==> config.mk <==
export PLATFORM = sky130hd
export DESIGN_NAME = csw_bus_seq
export DESIGN_NICKNAME = d
export VERILOG_FILES = /design/src/rtl/csw_pkg.sv /design/src/rtl/csw_cfg_regs.sv /design/src/rtl/csw_addr_decode.sv /design/src/rtl/csw_sequencer.sv /design/src/rtl/csw_bus_seq.sv
export SDC_FILE = /design/constraint.sdc
export NUM_CORES = 1
export LEC_CHECK = 0
export CAP_MARGIN = 10
export CORE_MARGIN = 3
export CORE_UTILIZATION = 45
export DETAILED_ROUTE_END_ITERATION = 12
export PLACE_DENSITY = 0.82
export SETUP_SLACK_MARGIN = 0.05
export SYNTH_ARGS = -nofsm -noshare
export SYNTH_HDL_FRONTEND = slang
export SYNTH_HIERARCHICAL = 1
export SYNTH_SLANG_ARGS = --single-unit
export TNS_END_PERCENT = 30
==> constraint.sdc <==
create_clock -name clk -period 1.43 [get_ports clk]
set_input_delay 0.286 -clock clk [delete_from_list [all_inputs] [get_ports clk]]
set_output_delay 0.286 -clock clk [all_outputs]
set_load 0.005 [all_outputs]
==> src/rtl/csw_pkg.sv <==
package csw_pkg;

  localparam int CYC_W = 3;

  typedef enum logic [1:0] {
    AREA_REG = 2'd0,
    AREA_INT = 2'd1,
    AREA_EXT = 2'd2
  } area_e;

  // Slow-mode length from the stretch field; reads and writes share it.
  function automatic logic [CYC_W-1:0] slow_len(input logic [1:0] stretch);
    logic [CYC_W-1:0] len;
    case (stretch)
      2'b10:   len = CYC_W'(3);
      2'b11:   len = CYC_W'(4);
      default: len = CYC_W'(2);
    endcase
    return len;
  endfunction

  function automatic logic [CYC_W-1:0] read_len(input logic fast,
                                                input logic [1:0] stretch);
    return fast ? CYC_W'(1) : slow_len(stretch);
  endfunction

  function automatic logic [CYC_W-1:0] write_len(input logic fast,
                                                 input logic [1:0] stretch);
    return fast ? CYC_W'(2) : slow_len(stretch);
  endfunction

endpackage

==> src/rtl/csw_cfg_regs.sv <==
module csw_cfg_regs
  import csw_pkg::*;
#(
  parameter int NCS  = 4,
  parameter int EXPW = 2,
  localparam int DW  = NCS * EXPW
) (
  input  logic                        clk,
  input  logic                        rst,
  input  logic                        cfg_we,
  input  logic                        cfg_sel,
  input  logic [DW-1:0]               cfg_wdata,
  output logic [NCS-1:0]              fast_o,
  output logic [NCS-1:0]              illegal_o,
  output logic [NCS-1:0][CYC_W-1:0]   rd_len_o,
  output logic [NCS-1:0][CYC_W-1:0]   wr_len_o
);

  logic [NCS-1:0] fast_q;
  logic [DW-1:0]  stretch_q;

  always_ff @(posedge clk) begin
    if (rst) begin
      fast_q    <= '0;
      stretch_q <= '0;
    end else if (cfg_we) begin
      if (!cfg_sel) fast_q    <= cfg_wdata[NCS-1:0];
      else          stretch_q <= cfg_wdata;
    end
  end

  for (genvar i = 0; i < NCS; i++) begin : g_win
    logic [EXPW-1:0] st;
    assign st           = stretch_q[i*EXPW +: EXPW];
    assign fast_o[i]    = fast_q[i];
    assign illegal_o[i] = fast_q[i] && (st != '0);
    assign rd_len_o[i]  = read_len(fast_q[i], st);
    assign wr_len_o[i]  = write_len(fast_q[i], st);
  end

  // settings come out of reset cleared
  a_r1_reset_clear: assert property (@(posedge clk) disable iff (rst)
    $past(rst) |-> (fast_q == '0 && stretch_q == '0));

  // settings move only on a configuration write
  a_r10_hold_no_write: assert property (@(posedge clk) disable iff (rst)
    !$past(cfg_we) && !$past(rst) |-> ($stable(fast_q) && $stable(stretch_q)));

endmodule

==> src/rtl/csw_addr_decode.sv <==
module csw_addr_decode
  import csw_pkg::*;
#(
  parameter int NCS = 4,
  localparam int IW = $clog2(NCS)
) (
  input  logic [2:0]    region_i,
  output area_e         area_o,
  output logic [IW-1:0] idx_o
);

  always_comb begin
    idx_o = region_i[1:0];
    if (region_i[2])           area_o = AREA_EXT;
    else if (region_i[1])      area_o = AREA_INT;
    else if (region_i == 3'b0) area_o = AREA_REG;
    else                       area_o = AREA_INT;
  end

endmodule

==> src/rtl/csw_sequencer.sv <==
module csw_sequencer
  import csw_pkg::*;
#(
  parameter int NCS     = 4,
  parameter int REG_CYC = 2,
  parameter int INT_CYC = 1,
  localparam int IW     = $clog2(NCS)
) (
  input  logic                      clk,
  input  logic                      rst,
  input  logic                      req_valid,
  input  logic                      req_write,
  input  area_e                     area_i,
  input  logic [IW-1:0]             idx_i,
  input  logic [NCS-1:0]            fast_i,
  input  logic [NCS-1:0]            illegal_i,
  input  logic [NCS-1:0][CYC_W-1:0] rd_len_i,
  input  logic [NCS-1:0][CYC_W-1:0] wr_len_i,
  input  logic                      rdy_i,
  output logic                      busy_o,
  output logic [NCS-1:0]            cs_o,
  output logic                      rd_o,
  output logic                      wr_o,
  output logic                      done_o,
  output logic                      err_o
);

  logic [CYC_W-1:0] len_q, cnt_q, len_sel;
  logic             ign_rdy_q, ign_sel, ext;
  logic             last;

  assign ext = (area_i == AREA_EXT);

  always_comb begin
    case (area_i)
      AREA_EXT: len_sel = req_write ? wr_len_i[idx_i] : rd_len_i[idx_i];
      AREA_REG: len_sel = CYC_W'(REG_CYC);
      default:  len_sel = CYC_W'(INT_CYC);
    endcase
    ign_sel = !ext || fast_i[idx_i];
  end

  assign last = (cnt_q >= len_q) && (ign_rdy_q || rdy_i);

  always_ff @(posedge clk) begin
    if (rst) begin
      busy_o    <= 1'b0;
      cs_o      <= '0;
      rd_o      <= 1'b0;
      wr_o      <= 1'b0;
      done_o    <= 1'b0;
      err_o     <= 1'b0;
      len_q     <= '0;
      cnt_q     <= '0;
      ign_rdy_q <= 1'b0;
    end else begin
      done_o <= 1'b0;
      if (!busy_o) begin
        if (req_valid) begin
          busy_o    <= 1'b1;
          len_q     <= len_sel;
          cnt_q     <= CYC_W'(1);
          ign_rdy_q <= ign_sel;
          rd_o      <= !req_write;
          wr_o      <= req_write;
          cs_o      <= ext ? (NCS'(1) << idx_i) : '0;
          if (ext && illegal_i[idx_i]) err_o <= 1'b1;
        end
      end else if (last) begin
        busy_o <= 1'b0;
        rd_o   <= 1'b0;
        wr_o   <= 1'b0;
        cs_o   <= '0;
        done_o <= 1'b1;
      end else if (cnt_q < len_q) begin
        cnt_q <= cnt_q + CYC_W'(1);
      end
    end
  end

  // never both strobes at once
  a_r9_strobe_excl: assert property (@(posedge clk) disable iff (rst)
    !(rd_o && wr_o));

  // completion follows the last strobe clock, strobes already low
  a_r9_done_after_strobe: assert property (@(posedge clk) disable iff (rst)
    done_o |-> ($past(rd_o || wr_o) && !rd_o && !wr_o && !busy_o));

  // at most one chip select, and only with a strobe
  a_r2_cs_onehot: assert property (@(posedge clk) disable iff (rst)
    $onehot0(cs_o) && ((cs_o != '0) -> (rd_o || wr_o)));

  // strobes and chip select keep their value through the access
  a_r11_no_midway_change: assert property (@(posedge clk) disable iff (rst)
    (busy_o && !last) |=> (busy_o && $stable(rd_o) && $stable(wr_o) && $stable(cs_o)));

  // a low ready at the end of a slow external access holds it
  a_r6_ready_hold: assert property (@(posedge clk) disable iff (rst)
    (busy_o && !ign_rdy_q && cnt_q >= len_q && !rdy_i) |=> (busy_o && !done_o));

  // the error flag is sticky
  a_r8_err_sticky: assert property (@(posedge clk) disable iff (rst)
    err_o |=> err_o);

endmodule

==> src/rtl/csw_bus_seq.sv <==
module csw_bus_seq
  import csw_pkg::*;
#(
  parameter int NCS     = 4,
  parameter int EXPW    = 2,
  parameter int AW      = 16,
  parameter int REG_CYC = 2,
  parameter int INT_CYC = 1,
  localparam int DW     = NCS * EXPW,
  localparam int IW     = $clog2(NCS)
) (
  input  logic           clk,
  input  logic           rst,
  input  logic           cfg_we,
  input  logic           cfg_sel,
  input  logic [DW-1:0]  cfg_wdata,
  input  logic           req_valid,
  input  logic [AW-1:0]  req_addr,
  input  logic           req_write,
  input  logic           rdy_i,
  output logic           busy_o,
  output logic [NCS-1:0] cs_o,
  output logic           rd_o,
  output logic           wr_o,
  output logic           done_o,
  output logic           err_o
);

  logic [NCS-1:0]            fast, illegal;
  logic [NCS-1:0][CYC_W-1:0] rd_len, wr_len;
  area_e                     area;
  logic [IW-1:0]             idx;
  logic                      unused_low_addr;

  assign unused_low_addr = ^req_addr[AW-4:0];

  csw_cfg_regs #(.NCS(NCS), .EXPW(EXPW)) u_cfg (
    .clk       (clk),
    .rst       (rst),
    .cfg_we    (cfg_we),
    .cfg_sel   (cfg_sel),
    .cfg_wdata (cfg_wdata),
    .fast_o    (fast),
    .illegal_o (illegal),
    .rd_len_o  (rd_len),
    .wr_len_o  (wr_len)
  );

  csw_addr_decode #(.NCS(NCS)) u_dec (
    .region_i (req_addr[AW-1 -: 3]),
    .area_o   (area),
    .idx_o    (idx)
  );

  csw_sequencer #(.NCS(NCS), .REG_CYC(REG_CYC), .INT_CYC(INT_CYC)) u_seq (
    .clk       (clk),
    .rst       (rst),
    .req_valid (req_valid),
    .req_write (req_write),
    .area_i    (area),
    .idx_i     (idx),
    .fast_i    (fast),
    .illegal_i (illegal),
    .rd_len_i  (rd_len),
    .wr_len_i  (wr_len),
    .rdy_i     (rdy_i),
    .busy_o    (busy_o),
    .cs_o      (cs_o),
    .rd_o      (rd_o),
    .wr_o      (wr_o),
    .done_o    (done_o),
    .err_o     (err_o)
  );

endmodule

# Yosys cells after proc, flatten, opt, wreduce, memory -nomap -nowiden
# Cells that the tools add are included.
# Widths: inputs -> output; s select.
[classes]
n_lt_le_gt_ge = 3
n_eq_ne = 12
n_reduce_logical = 24
add_sub_neg = 1
mux = 42
bitwise = 2
shifts = 1
[op_table]
columns = ["cell", "count"]
rows = [
  ["$mux 3", 15],
  ["$pmux 3 s2", 5],
  ["$eq 2x2->1 const B", 9],
  ["$mux 4", 4],
  ["$bmux 3 s2", 2],
  ["$mux 1", 12],
  ["$reduce_bool 2->1", 5],
  ["$reduce_and 2->1", 4],
  ["$logic_and 1x1->1", 6],
  ["$ne 2x2->1 const B", 3],
  ["$reduce_and 3->1", 2],
  ["$bmux 1 s2", 2],
  ["$mux 2", 2],
  ["$shl 1x2->4 const A", 1],
  ["$add 3x1->3 const B", 1],
  ["$ge 3x3->1", 1],
  ["$logic_not 3->1", 1],
  ["$lt 2x3->1 const B", 1],
  ["$lt 3x3->1", 1],
  ["$logic_not 1->1", 2],
  ["$logic_not 2->1", 1],
  ["$logic_or 1x1->1", 2],
  ["$not 1->1", 2],
  ["$reduce_or 2->1", 1],
]
[totals]
regBits = 28

# Logic depth before layout (Yosys ltp)
# Gate-level depths: netlist of run 1.
[depth]
word_depth = 8
depth_mapped = 7

# By module
# Netlist of run 1, hierarchy kept.
[modules_own_cells]
columns = ["module", "n_inst", "area_each_um2", "seq_area_each_um2", "cells_each"]
rows = [
  ["csw_sequencer", 1, 1024.7, 320.3, 110],
  ["csw_cfg_regs", 1, 733.2, 240.2, 81],
  ["csw_addr_decode", 1, 32.5, 0.0, 4],
]

# Least setup slack after synthesis of run 1
# No wires, ideal clock.
[synth_path]
path_kind = "reg-to-reg"
startpoint = "register u_seq.cnt_q[0]"
endpoint = "register u_seq.cnt_q[0]"
t_arrival_ns = 1.346
path_buffers = 0
path_stages_with_launch = 6
setup_time_ns = 0.122
setup_slack_ns = -0.038
cell_sequence = "dfxtp_1 -> inv_1 -> ha_1 -> nor3b_1 -> nor3_2 -> o311a_1"
[synth_via]
elab_chain_len = 4
elab_cells_between_ends = 10
cone_classes = "1 x add/sub; 2 x order compare; 2 x eq/ne; 3 x mux; 2 x reduce/logical"
[synth_rtl]
columns = ["item", "line_no", "text"]
rows = [
  ["start, declared", "csw_sequencer.sv:28", "logic [CYC_W-1:0] len_q, cnt_q, len_sel;"],
  ["start signal, assigned", "csw_sequencer.sv:76", "cnt_q <= cnt_q + CYC_W'(1);"],
  ["$add 3x1->3 or $ge 3x3->1 (tied branches)", "csw_sequencer.sv:76, csw_sequencer.sv:43", ""],
  ["$mux 3 or $logic_and 1x1->1 (tied branches)", "csw_sequencer.sv:75, csw_sequencer.sv:43", ""],
  ["$mux 3 or $ne 2x2->1 (tied branches)", "--", ""],
  ["$mux 3 or $reduce_and 3->1 (tied branches)", "--", ""],
]
# Several ways; a longest one is shown, not always the timed one. The select of a mux whose other input is x is not followed.
# A chain may end at the register's enable or synchronous reset.

# Worst setup path in the final report of run 1
[layout_path]
startpoint = "register u_seq.len_q[1]"
endpoint = "register u_seq.cs_o[1]"
[layout_via]
elab_chain_len = 4
[layout_rtl]
columns = ["item", "line_no", "text"]
rows = [
  ["start, declared", "csw_sequencer.sv:28", ""],
  ["start signal, assigned", "csw_sequencer.sv:61", "len_q <= len_sel;"],
  ["$ge 3x3->1", "csw_sequencer.sv:43", "assign last = (cnt_q >= len_q) && (ign_rdy_q || rdy_i);"],
  ["$logic_and 1x1->1", "csw_sequencer.sv:43", ""],
  ["$ne 2x2->1 (no line)", "--", ""],
  ["$reduce_and 2->1 (no line)", "--", ""],
  ["end signal, assigned", "csw_sequencer.sv:66", "cs_o <= ext ? (NCS'(1) << idx_i) : '0;"],
  ["end, declared", "csw_sequencer.sv:21", "output logic [NCS-1:0] cs_o,"],
]
# No other way between the ends.

==> results.md, run 1 <==
- Critical path type: reg2reg
- Seq pwr share: ~43%
- Maximum VDD drop: between 300 and 400 uV
- Post-synth top cells: dfxtp_1, inv_1, nand2b_1
- Synth async-reset ratio: 0%
- Clk_lat worst skew: approximately 280 ps
- Cell row count: 22
- Area of the multi-input gates: about 1200 sq um
- Worst Hold End: u_seq/wr_o$_SDFFE_PP0P_
- Vias per cell: about 5.9
- Layout Skew: 2.52 ps
- Power Density: roughly 790 nW/um^2
- Die footprint: around 4800 sq um
- Cts hold-fix bufs: 0
- Status: complete, but fails checks
- RSZ-0062 raised after global routing: yes
- TritonCTS clock tree: built
- TritonCTS Sinks: 28
- Initial drt markers: 201
- Clock buffer depth: 2
- DRT Pass-1 Iters: 8
- DRC violation count after routing: 0
- GP Congestion: about 0.86
- Post-route ant nets: 0
- FF-to-FF Start: u_seq/len_q[1]$_SDFFE_PP0P_
- FF/Latch Area: slightly below 600 sq um
- Setup-failing EPs final: 14
- Worst Tran Pin Value: 453 ps
- Worst r2r dst: u_seq/cs_o[1]$_SDFFE_PP0P_
- CTS H-tree lvls: 1
- Inserted Clock Buffers: 3
- Port Buffers: 26
- Highest clock rate: roughly 640 MHz
- Die Span Y: slightly below 70 um
- Layout cells sized above 1: 38.2%
- Pin count of the biggest net entering global routing: 23
- Detailed Route WL: approximately 5000 um
- Minimum clock period: about 1600 ps
- Worst endpoint required time: 1610 ps
- Startpoint Class: register
- Hold path start: u_seq/wr_o$_SDFFE_PP0P_
- Worst-path clk slew: 100 ps
- Number of distinct library cells after synthesis: 47
- Final Instance Area: between 2000 and 3000 sq um
- Final hold viol count: 0
- Synth area leader: dfxtp_1
- Synth Warn #: 6
- Synth top area share: a little under a third
- CP arrival: about 1800 ps
- EDFF count, synth: 0
- Failing checks: negative setup slack
- Number of synthesized register bits: 28
- Fin crit share: 110%
- HPWL after DPL: between 3000 and 4000 um
- GRT Resource Usage Total: 20.0%
- Cell leakage power: between 1 and 1.5 nW
- Diode count: 0
- Core region area: about 3700 sq um
- Hold depth: 2
- Sw Pwr: 0.000534 W
- Initial antenna violation count: 0
- Vias in the first global route: around 1700
- CP endpoint kind: register
- First-pass GRT wire length: 7840 um
- Dpl cell area: ~2200 sq um
- Vias post-DR: around 1700
- Sw frac: a little over a quarter
- Most used DFF post-synth: dfxtp_1
- GR Overflow Total: 0
- Max-cap viol count: 0
- Area Growth Syn to Fin: 40.3%
- CP max FO: 5
- Reg2Reg Depth: 6
- Clock network power share: a little under a third
- Syn Inst Count: approximately 200
- Synth top area cells: dfxtp_1, mux2i_1, nand2b_1
- Sequential area share after synthesis: ~31%
- Internal: ~0.0015 W
- Comb pwr share: 25.2%
- Mapped Avg Cell Area: about 9 sq um
- Routed wire per std cell: ~17 um
- Mapped cell area: 1790 sq um
- CTS root buf: clkbuf_8
- Max-slew violations: 0
- Net count after synthesis: 230
- Count leader, synth: dfxtp_1
- HP Class: reg2reg
- Ports: 40
- Die Width: ~70 um
- Starting Density: between 40 and 50%
- Reg-to-reg slack, setup: -140 ps
- Worst slew margin: 69.8%
- Nets@finish: ~280
- Setup WS post-layout: -139 ps
- # fillers: 294
- Hold_ws: slightly above 500 ps
-- kinds of logic (layout without fill, tap and decap cells) --
logic type / count (synthesis) / in the layout / share of synthesized area, %
simple gates: 63 / 63 / 22.5
compound gates: 49 / 49 / 20.4
buf+inv: 32 / 78 / 10.6
flops: 28 / 28 / 31.3
mux: 19 / 19 / 12.4
fa+ha+maj: 4 / 4 / 2.80
-- per-stage QoR --
stage | total power, W | util, % | worst slack (ps) | cells | TNS (ps)
after floorplan | 0.00111 | - | 40.5 | 195 | 0
final | 0.00200 | 67.1 | -139 | 289 | -848
after CTS | 0.00192 | 63.9 | -68.3 | 287 | -339
after detailed placement | 0.00128 | 59.5 | -499 | 281 | -5380
after global routing | 0.00206 | 67.1 | -172 | 289 | -1470
after global placement | 0.00127 | 59.5 | -437 | 281 | -5000
-- layer usage --
layer | vias to the layer above | track usage (%) | share of wire (%)
li1 | 799 | - | -
met1 | 799 | 28.1 | 44
met2 | 89 | 30.3 | 46
met3 | 22 | 2.92 | 7.1
met4 | 0 | 9.11 | 3.3
met5 | - | 0 | 0
-- worst max-delay path: stages (launching register included) --
cell	delay, ps
dfxtp_2	370
inv_2	50
ha_4	270
o21ai_4	70
o21bai_2	170
nand3b_1	220
a32o_1	310
-- layout make-up --
type | count | area share [%]
multi-input combinational | 135 | 48.5
sequential | 28 | 23.3
timing repair buffer | 58 | 20.6
inverter | 16 | 2.39
tap | 48 | 2.39
clock buffer | 3 | 1.64
clock inverter | 1 | 1.20
-- what timing repair did --
item / 4_1_cts / 5_1_grt
endpoints found under the hold margin: 0 / 0
pin swaps: 12 / 9
setup buffers: 2 / 2
endpoints found under the setup margin: 24 / 23
resized for setup: 36 / 25
-- power by group through the flow --
| stage | Combinational [W] | Clock (W) | Sequential, W |
|---|---|---|---|
| 2_1_floorplan | 0.000241 | 0 | 0.000869 |
| 3_3_place_gp | 0.000394 | 0 | 0.000875 |
| 3_5_place_dp | 0.000402 | 0 | 0.000875 |
| 4_1_cts | 0.000434 | 0.000630 | 0.000859 |
| 5_1_grt | 0.000534 | 0.000661 | 0.000869 |
| 6_report | 0.000503 | 0.000628 | 0.000864 |
-- flip-flops by register name, indices dropped and copies added (netlist names) --
name	flops
u_cfg/stretch_q	8
u_seq/busy_o	1
u_seq/cs_o	4
u_seq/cnt_q	3
u_seq/ign_rdy_q	1
u_seq/rd_o	1
u_seq/err_o	1
u_seq/wr_o	1
u_seq/done_o	1
u_seq/len_q	3
u_cfg/fast_o	4
-- worst max-delay path by stage --
stage	from	cells after the start	slack [ps]	to
3_5_place_dp	req_addr[14]	6	-500	u_seq/len_q[2]$_SDFFE_PP0P_
5_1_grt	u_seq/len_q[2]$_SDFFE_PP0P_	6	-170	u_seq/cs_o[2]$_SDFFE_PP0P_
6_report	u_seq/len_q[1]$_SDFFE_PP0P_	6	-140	u_seq/cs_o[1]$_SDFFE_PP0P_
2_1_floorplan	u_seq/cnt_q[0]$_SDFFE_PP0P_	5	40	u_seq/cnt_q[0]$_SDFFE_PP0P_
4_1_cts	u_seq/len_q[2]$_SDFFE_PP0P_	6	-70	u_seq/cs_o[0]$_SDFFE_PP0P_
3_3_place_gp	req_addr[14]	6	-440	u_seq/len_q[2]$_SDFFE_PP0P_
-- cells in the final DEF (no fill, tap or decap), types with 2 or more instances in the layout --
master	instances
buf_4	29
clkdlybuf4s50_1	17
dfxtp_2	17
nand2b_1	14
inv_1	13
mux2i_1	12
dfxtp_1	10
nor2_1	8
a21oi_1	7
nand3b_1	6
nand2_1	6
dlygate4sd2_1	5
nor2b_1	5
nor3b_1	4
a21o_1	4
o21a_1	4
nand3_1	4
mux2_2	4
a32o_1	4
clkbuf_8	3
dlymetal6s2s_1	3
inv_2	3
o211ai_1	3
ha_4	3
buf_6	2
a21oi_2	2
nor2b_4	2
nand4b_1	2
o31ai_1	2
a21bo_2	2
o22ai_2	2
nand4_1	2
mux4_2	2
o32ai_2	2
No activity file was read; power rests on OpenSTA's default activity.
==> run 2: changes to the inputs <==
--- a/config.mk
+++ b/config.mk
@@ -10,6 +10,7 @@
 export CORE_UTILIZATION = 45
 export DETAILED_ROUTE_END_ITERATION = 12
 export PLACE_DENSITY = 0.82
+export REMOVE_ABC_BUFFERS = 1
 export SETUP_SLACK_MARGIN = 0.05
 export SYNTH_ARGS = -nofsm -noshare
 export SYNTH_HDL_FRONTEND = slang
==> results.md, run 2 (synthesized netlist as in run 1, its figures left out) <==
- Biggest register: u_cfg/stretch_q (unchanged)
- GRT Resource Usage Total: 20.6% (was 20.0%)
- Hold depth: 2 (unchanged)
- Setup WS post-layout: -89.3 ps (was -139 ps)
- Layout Skew: 3.00 ps (was 2.52 ps)
- TNS Setup: -389 ps (was -848 ps)
- Post-route ant nets: 0 (unchanged)
- DRC violation count after routing: 0 (unchanged)
- Reg2Reg Depth: 6 (unchanged)
- # fillers: 286 (was 294)
- Cts hold-fix bufs: 0 (unchanged)
- Worst slew margin: 76.4% (was 69.8%)
- Max-slew violations: 0 (unchanged)
- Slowest Stage Delay on Critical Path: 350 ps (was 370 ps)
- RSZ-0062 raised after global routing: yes (unchanged)
- HP Class: reg2reg (unchanged)
- GP Congestion: 0.909 (was 0.858)
- Power Density: 735 nW/um^2 (was 794 nW/um^2)
- Failing checks: negative setup slack (unchanged)
- Layout cells sized above 1: 41.8% (was 38.2%)
- CTS H-tree lvls: 1 (unchanged)
- Pin count of the biggest net entering global routing: 20 (was 23)
- Nets@finish: 285 (was 277)
- Startpoint Class: register (unchanged)
- TritonCTS Sinks: 28 (unchanged)
- Final hold viol count: 0 (unchanged)
- Critical path type: reg2reg (unchanged)
- Most frequent cells in the layout: buf_4, dfxtp_2, clkdlybuf4s50_1 (was buf_4, clkdlybuf4s50_1, dfxtp_2)
- Initial antenna violation count: 0 (unchanged)
- Cell leakage power: 1.15 nW (was 1.11 nW)
- Max FFs per register: 8 (unchanged)
- First-pass GRT wire length: 8060 um (was 7840 um)
- Highest clock rate: 658 MHz (was 637 MHz)
- CP Depth: 6 (unchanged)
- CP endpoint kind: register (unchanged)
- Area Growth Syn to Fin: 42.6% (was 40.3%)
- Slowest CP cell: dfxtp_2 (unchanged)
- Maximum VDD drop: 465 uV (was 348 uV)
- DRT Pass-1 Iters: 4 (was 8)
- Die Span Y: 69.1 um (unchanged)
- Worst endpoint required time: 1610 ps (about the same)
- TritonCTS clock tree: built (unchanged)
- CP arrival: 1700 ps (was 1750 ps)
- Kind of cell adding the most delay to the critical path: compound AO/OA/AOI/OAI gates (unchanged)
- Port Buffers: 26 (unchanged)
- Final Instance Area: 2550 sq um (was 2510 sq um)
- Die Width: 69.1 um (unchanged)
- Vias post-DR: 1737 (was 1709)
- Crit-path cells: inv_2, ha_4, o21ai_4, o21bai_1, nand3b_1, a32o_1 (was inv_2, ha_4, o21ai_4, o21bai_2, nand3b_1, a32o_1)
- Worst-path clk slew: 100 ps (about the same)
- Clk_lat worst skew: 280 ps (about the same)
- Die footprint: 4770 sq um (unchanged)
- Tot Pwr: 0.00188 W (was 0.00200 W)
- Vias in the first global route: 1696 (was 1653)
- Hold_ws: 478 ps (was 508 ps)
- Minimum clock period: 1520 ps (was 1570 ps)
- Status: complete, but fails checks (unchanged)
- GR Overflow Total: 0 (unchanged)
- Vias per cell: 5.85 (was 5.91)
- Routed wire per std cell: 17.6 um (was 17.1 um)
- Core region area: 3740 sq um (unchanged)
- CP max FO: 5 (unchanged)
- CTS root buf: clkbuf_8 (unchanged)
- Ports: 40 (unchanged)
- DP Cell Count: 287 (was 281)
- Max-cap viol count: 0 (unchanged)
- Diode count: 0 (unchanged)
- Commonest non-fill, non-tap cell in the layout: buf_4 (unchanged)
- Worst Tran Pin Value: 353 ps (was 453 ps)
- Initial drt markers: 90 (was 201)
- Fin cells: 297 (was 289)
- Detailed Route WL: 5230 um (was 4950 um)
- Setup-failing EPs final: 6 (was 14)
- Cell row count: 22 (unchanged)
- Fin crit share: 106% (was 110%)
- Clock buffer depth: 2 (unchanged)
- Inserted Clock Buffers: 3 (unchanged)
- HPWL after DPL: 3240 um (was 3220 um)
- Starting Density: 47.8% (unchanged)
- Dpl cell area: 2240 sq um (was 2230 sq um)
- CP bufs+invs: 1 (unchanged)
## run 2: cell types whose count changed in the layout (fill, tap and decap cells not counted), moves of 3 or more
cell     delta
buf_4       +8
dfxtp_1     -3
nor3b_2     +3
nor3b_1     -3
dfxtp_4     +3
## run 2: timing repair
action,in CTS,in global routing
gates resized for setup,45,31
gates cloned,1,0
setup endpoints to repair,24,21
pin swaps,15,8
buffers inserted,1,4
## run 2: path summary, 6_finish.rpt
kind / slack (ps) / to / start
setup / recovery: -90 / u_seq/cs_o[0]$_SDFFE_PP0P_ / u_seq/len_q[2]$_SDFFE_PP0P_
hold / removal: 480 / u_seq/err_o$_SDFFE_PP0P_ / u_seq/err_o$_SDFFE_PP0P_
setup reg to reg: -90 / u_seq/cs_o[0]$_SDFFE_PP0P_ / u_seq/len_q[2]$_SDFFE_PP0P_
hold reg to reg: 480 / u_seq/err_o$_SDFFE_PP0P_ / u_seq/err_o$_SDFFE_PP0P_
## run 2: power by group
| part | internal (W) | switching (W) |
|---|---|---|
| clock | 0.000247 | 0.000254 |
| sequential | 0.000821 | 0.0000421 |
| combinational | 0.000271 | 0.000242 |
| total | 0.00134 | 0.000538 |
## run 2: metal layers
layer | up-vias | global-route usage, % | wire [um]
li1 | 814 | - | -
met1 | 847 | 27.5 | 2300
met2 | 66 | 33.8 | 2570
met3 | 10 | 2.04 | 243
met4 | 0 | 8.89 | 114
met5 | - | 0 | 0
## run 2: final cells by class
type	instances	area, sq um	share of cell area (%)
well taps	48	60.1	2.35
inverters	16	60.1	2.35
multi-input cells	135	1210	47.5
clock buffers	4	55.1	2.16
repair buffers	66	568	22.3
flip-flops and latches	28	597	23.4
## run 2: metrics by stage
stage	util (%)	setup WS, ps
CTS	64.8	-38.3
detailed placement	59.7	-486
global placement	59.7	-397
global route	68.2	-138
floorplan	-	-38.2
finish	68.2	-89.3
## run 2: worst min-delay path, cell delays in order, from the launching register on
cell and delay [ps]:
dfxtp_2 350, a41oi_2 30, nor2_1 70
==> run 3: changes to the inputs <==
--- a/config.mk
+++ b/config.mk
@@ -5,11 +5,13 @@
 export SDC_FILE = /design/constraint.sdc
 export NUM_CORES = 1
 export LEC_CHECK = 0
+export ABC_AREA = 1
 export CAP_MARGIN = 10
 export CORE_MARGIN = 3
 export CORE_UTILIZATION = 45
 export DETAILED_ROUTE_END_ITERATION = 12
-export PLACE_DENSITY = 0.82
+export GPL_TIMING_DRIVEN = 0
+export PLACE_DENSITY = 0.83
 export REMOVE_ABC_BUFFERS = 1
 export SETUP_SLACK_MARGIN = 0.05
 export SYNTH_ARGS = -nofsm -noshare
==> results.md, run 3 <==
- Reg2Reg Depth: 9 (was 6)
- CTS H-tree lvls: 1 (unchanged)
- Power Density: 915 nW/um^2 (was 735 nW/um^2)
- Hold path start: u_seq/err_o$_SDFFE_PP0P_ (unchanged)
- DRT Pass-1 Iters: 5 (was 4)
- TritonCTS Sinks: 28 (unchanged)
- CP arrival: 1750 ps (was 1700 ps)
- Most frequent cells in the layout: nand2_1, inv_1, nor2_1 (was buf_4, dfxtp_2, clkdlybuf4s50_1)
- Ports: 40 (unchanged)
- Routed wire per std cell: 12.8 um (was 17.6 um)
- Die Span Y: 67.7 um (was 69.1 um)
- Max FFs per register: 8 (unchanged)
- Setup WS post-layout: -110 ps (was -89.3 ps)
- Fin crit share: 108% (was 106%)
- Pin count of the biggest net entering global routing: 20 (unchanged)
- First-pass GRT wire length: 6490 um (was 8060 um)
- Detailed Route WL: 4270 um (was 5230 um)
- Commonest non-fill, non-tap cell in the layout: nand2_1 (was buf_4)
- Die Width: 67.7 um (was 69.1 um)
- Startpoint Class: register (unchanged)
- Post-route ant nets: 0 (unchanged)
- Hold_ws: 464 ps (was 478 ps)
- Layout cells sized above 1: 18.0% (was 41.8%)
- Worst endpoint required time: 1640 ps (was 1610 ps)
- Biggest register: u_cfg/stretch_q (unchanged)
- Vias post-DR: 1740 (was 1737)
- Critical path type: reg2reg (unchanged)
- Synth top area cells: dfxtp_1, nand2_1, a21oi_1 (was dfxtp_1, mux2i_1, nand2b_1)
- Worst Tran Pin Value: 730 ps (was 353 ps)
- Final hold viol count: 0 (unchanged)
- Worst-path clk slew: 90 ps (was 100 ps)
- Reg-to-reg slack, setup: -110 ps (was -90 ps)
- Minimum clock period: 1540 ps (was 1520 ps)
- Port Buffers: 26 (unchanged)
- Clock buffer depth: 2 (unchanged)
- Synth area leader: dfxtp_1 (unchanged)
- Synth Warn #: 6 (unchanged)
- Crit. Startpoint: u_seq/len_q[2]$_SDFFE_PP0P_ (unchanged)
- Synth top area share: 32.8% (was 31.3%)
- Diode count: 0 (unchanged)
- Cell row count: 21 (was 22)
- Mapped cell area: 1710 sq um (was 1790 sq um)
- Clk_lat worst skew: 270 ps (was 280 ps)
- Maximum VDD drop: 515 uV (was 465 uV)
- Vias per cell: 5.19 (was 5.85)
- Mapped Avg Cell Area: 6.41 sq um (was 9.18 sq um)
- Initial antenna violation count: 0 (unchanged)
- GR Overflow Total: 0 (unchanged)
- Post-synth top cells: nand2_1, inv_1, nor2_1 (was dfxtp_1, inv_1, nand2b_1)
- Critical Path End: u_seq/cnt_q[2]$_SDFFE_PP0P_ (was u_seq/cs_o[0]$_SDFFE_PP0P_)
- TritonCTS clock tree: built (unchanged)
- Most used DFF post-synth: dfxtp_1 (unchanged)
- CTS root buf: clkbuf_8 (unchanged)
- Status: complete, but fails checks (unchanged)
- Max-slew violations: 0 (unchanged)
- Setup-failing EPs final: 11 (was 6)
- FF-to-FF Start: u_seq/len_q[2]$_SDFFE_PP0P_ (unchanged)
- Nets@finish: 325 (was 285)
- GRT Resource Usage Total: 18.0% (was 20.6%)
- Cell leakage power: 1.04 nW (was 1.15 nW)
- Sequential area share after synthesis: 32.8% (was 31.3%)
- Max-cap viol count: 0 (unchanged)
- CP endpoint kind: register (unchanged)
- Die footprint: 4580 sq um (was 4770 sq um)
- HP Class: reg2reg (unchanged)
- Number of synthesized register bits: 28 (unchanged)
- Inserted Clock Buffers: 3 (unchanged)
- CP max FO: 5 (unchanged)
- Failing checks: negative setup slack (unchanged)
- GP Congestion: 0.865 (was 0.909)
- DRC violation count after routing: 0 (unchanged)
- Area Growth Syn to Fin: 26.6% (was 42.6%)
- Initial drt markers: 183 (was 90)
- Core region area: 3490 sq um (was 3740 sq um)
- Vias in the first global route: 1538 (was 1696)
- Synth async-reset ratio: 0% (unchanged)
- Worst r2r dst: u_seq/cnt_q[2]$_SDFFE_PP0P_ (was u_seq/cs_o[0]$_SDFFE_PP0P_)
- RSZ-0062 raised after global routing: yes (unchanged)
- HPWL after DPL: 2720 um (was 3240 um)
- EDFF count, synth: 0 (unchanged)
- Layout Skew: 8.77 ps (was 3.00 ps)
- Count leader, synth: nand2_1 (was dfxtp_1)
- Highest clock rate: 649 MHz (was 658 MHz)
- Worst slew margin: 51.3% (was 76.4%)
- Syn Inst Count: 267 (was 195)
- Cts hold-fix bufs: 0 (unchanged)
- TNS Setup: -636 ps (was -389 ps)
- Number of distinct library cells after synthesis: 25 (was 47)
- Starting Density: 48.9% (was 47.8%)
run 3: cell types whose count changed in the layout (fill, tap and decap cells not counted), sizes merged, moves of 7 or more:
cell and change:
nor2b -7, inv +22, o21ai +7, nand2b -14, nor2 +28, mux2i -12
buf -36, nand3 +20, a21oi +18, nand2 +65
run 3: logic make-up (layout without fill, tap and decap cells):
group,Yosys count,in the layout,share of synthesized area (%)
flip-flops,28,28,32.8
AO/OA/AOI/OAI,41,41,13.3
AND/OR/NAND/NOR,143,143,36.8
adder cells (fa/ha/maj),4,4,2.93
buffers and inverters,51,73,14.2
run 3: metrics by stage:
stage	setup slack (ps)	utilization [%]	power (W)	std cells	area (sq um)
global placement	-470	55.2	0.00133	326	1930
CTS	-39.4	58.5	0.00187	332	2040
global route	-186	62.0	0.00210	335	2170
detailed placement	-480	55.2	0.00134	326	1930
finish	-110	62.0	0.00198	335	2170
floorplan	-55.3	-	0.00118	254	1610
run 3: layout make-up:
type	instances	area, sq um
inverter	38	145
multi-input combinational	188	997
clock buffer	4	55.1
sequential	28	578
timing repair buffer	31	333
tap	46	57.6
fill	302	1330
run 3: power breakdown:
| group | internal [W] | total (W) | switching [W] |
|---|---|---|---|
| clock | 0.000246 | 0.000476 | 0.000230 |
| sequential | 0.000840 | 0.000903 | 0.0000627 |
| combinational | 0.000281 | 0.000603 | 0.000322 |
run 3: how the worst min path moves through the flow:
stage / to / cells past startpoint
4_1_cts: u_seq/wr_o$_SDFFE_PP0P_ / 2
5_1_grt: u_seq/rd_o$_SDFFE_PP0P_ / 2
6_report: u_seq/err_o$_SDFFE_PP0P_ / 2
3_5_place_dp: u_seq/wr_o$_SDFFE_PP0P_ / 2
2_1_floorplan: u_cfg/stretch_q[0]$_SDFFE_PP0P_ / 1
3_3_place_gp: u_seq/wr_o$_SDFFE_PP0P_ / 2
run 3: layer usage:
layer	global-route usage (%)	vias to the layer above	share of wire, %
met1	25.3	785	47
met3	2.66	12	5.2
met2	27.1	57	46
li1	-	886	-
met4	7.59	0	1.8
met5	0	-	0
run 3: worst max-delay path, cell delays in order, from the launching register on:
cell	delay, ps
dfxtp_2	350
inv_2	40
ha_4	230
a21oi_4	130
nand2_2	80
o21ai_4	230
nand3_4	140
nand2_1	100
nand2_1	70
nor2_1	90
run 3: timing repair:
item                                   in CTS  in global routing
endpoints found under the hold margin       0                  0
buffers inserted                            2                  2
pin swaps                                   6                  7
gates resized for setup                    23                 29
gates cloned                                0                  1
setup endpoints to repair                  28                 28
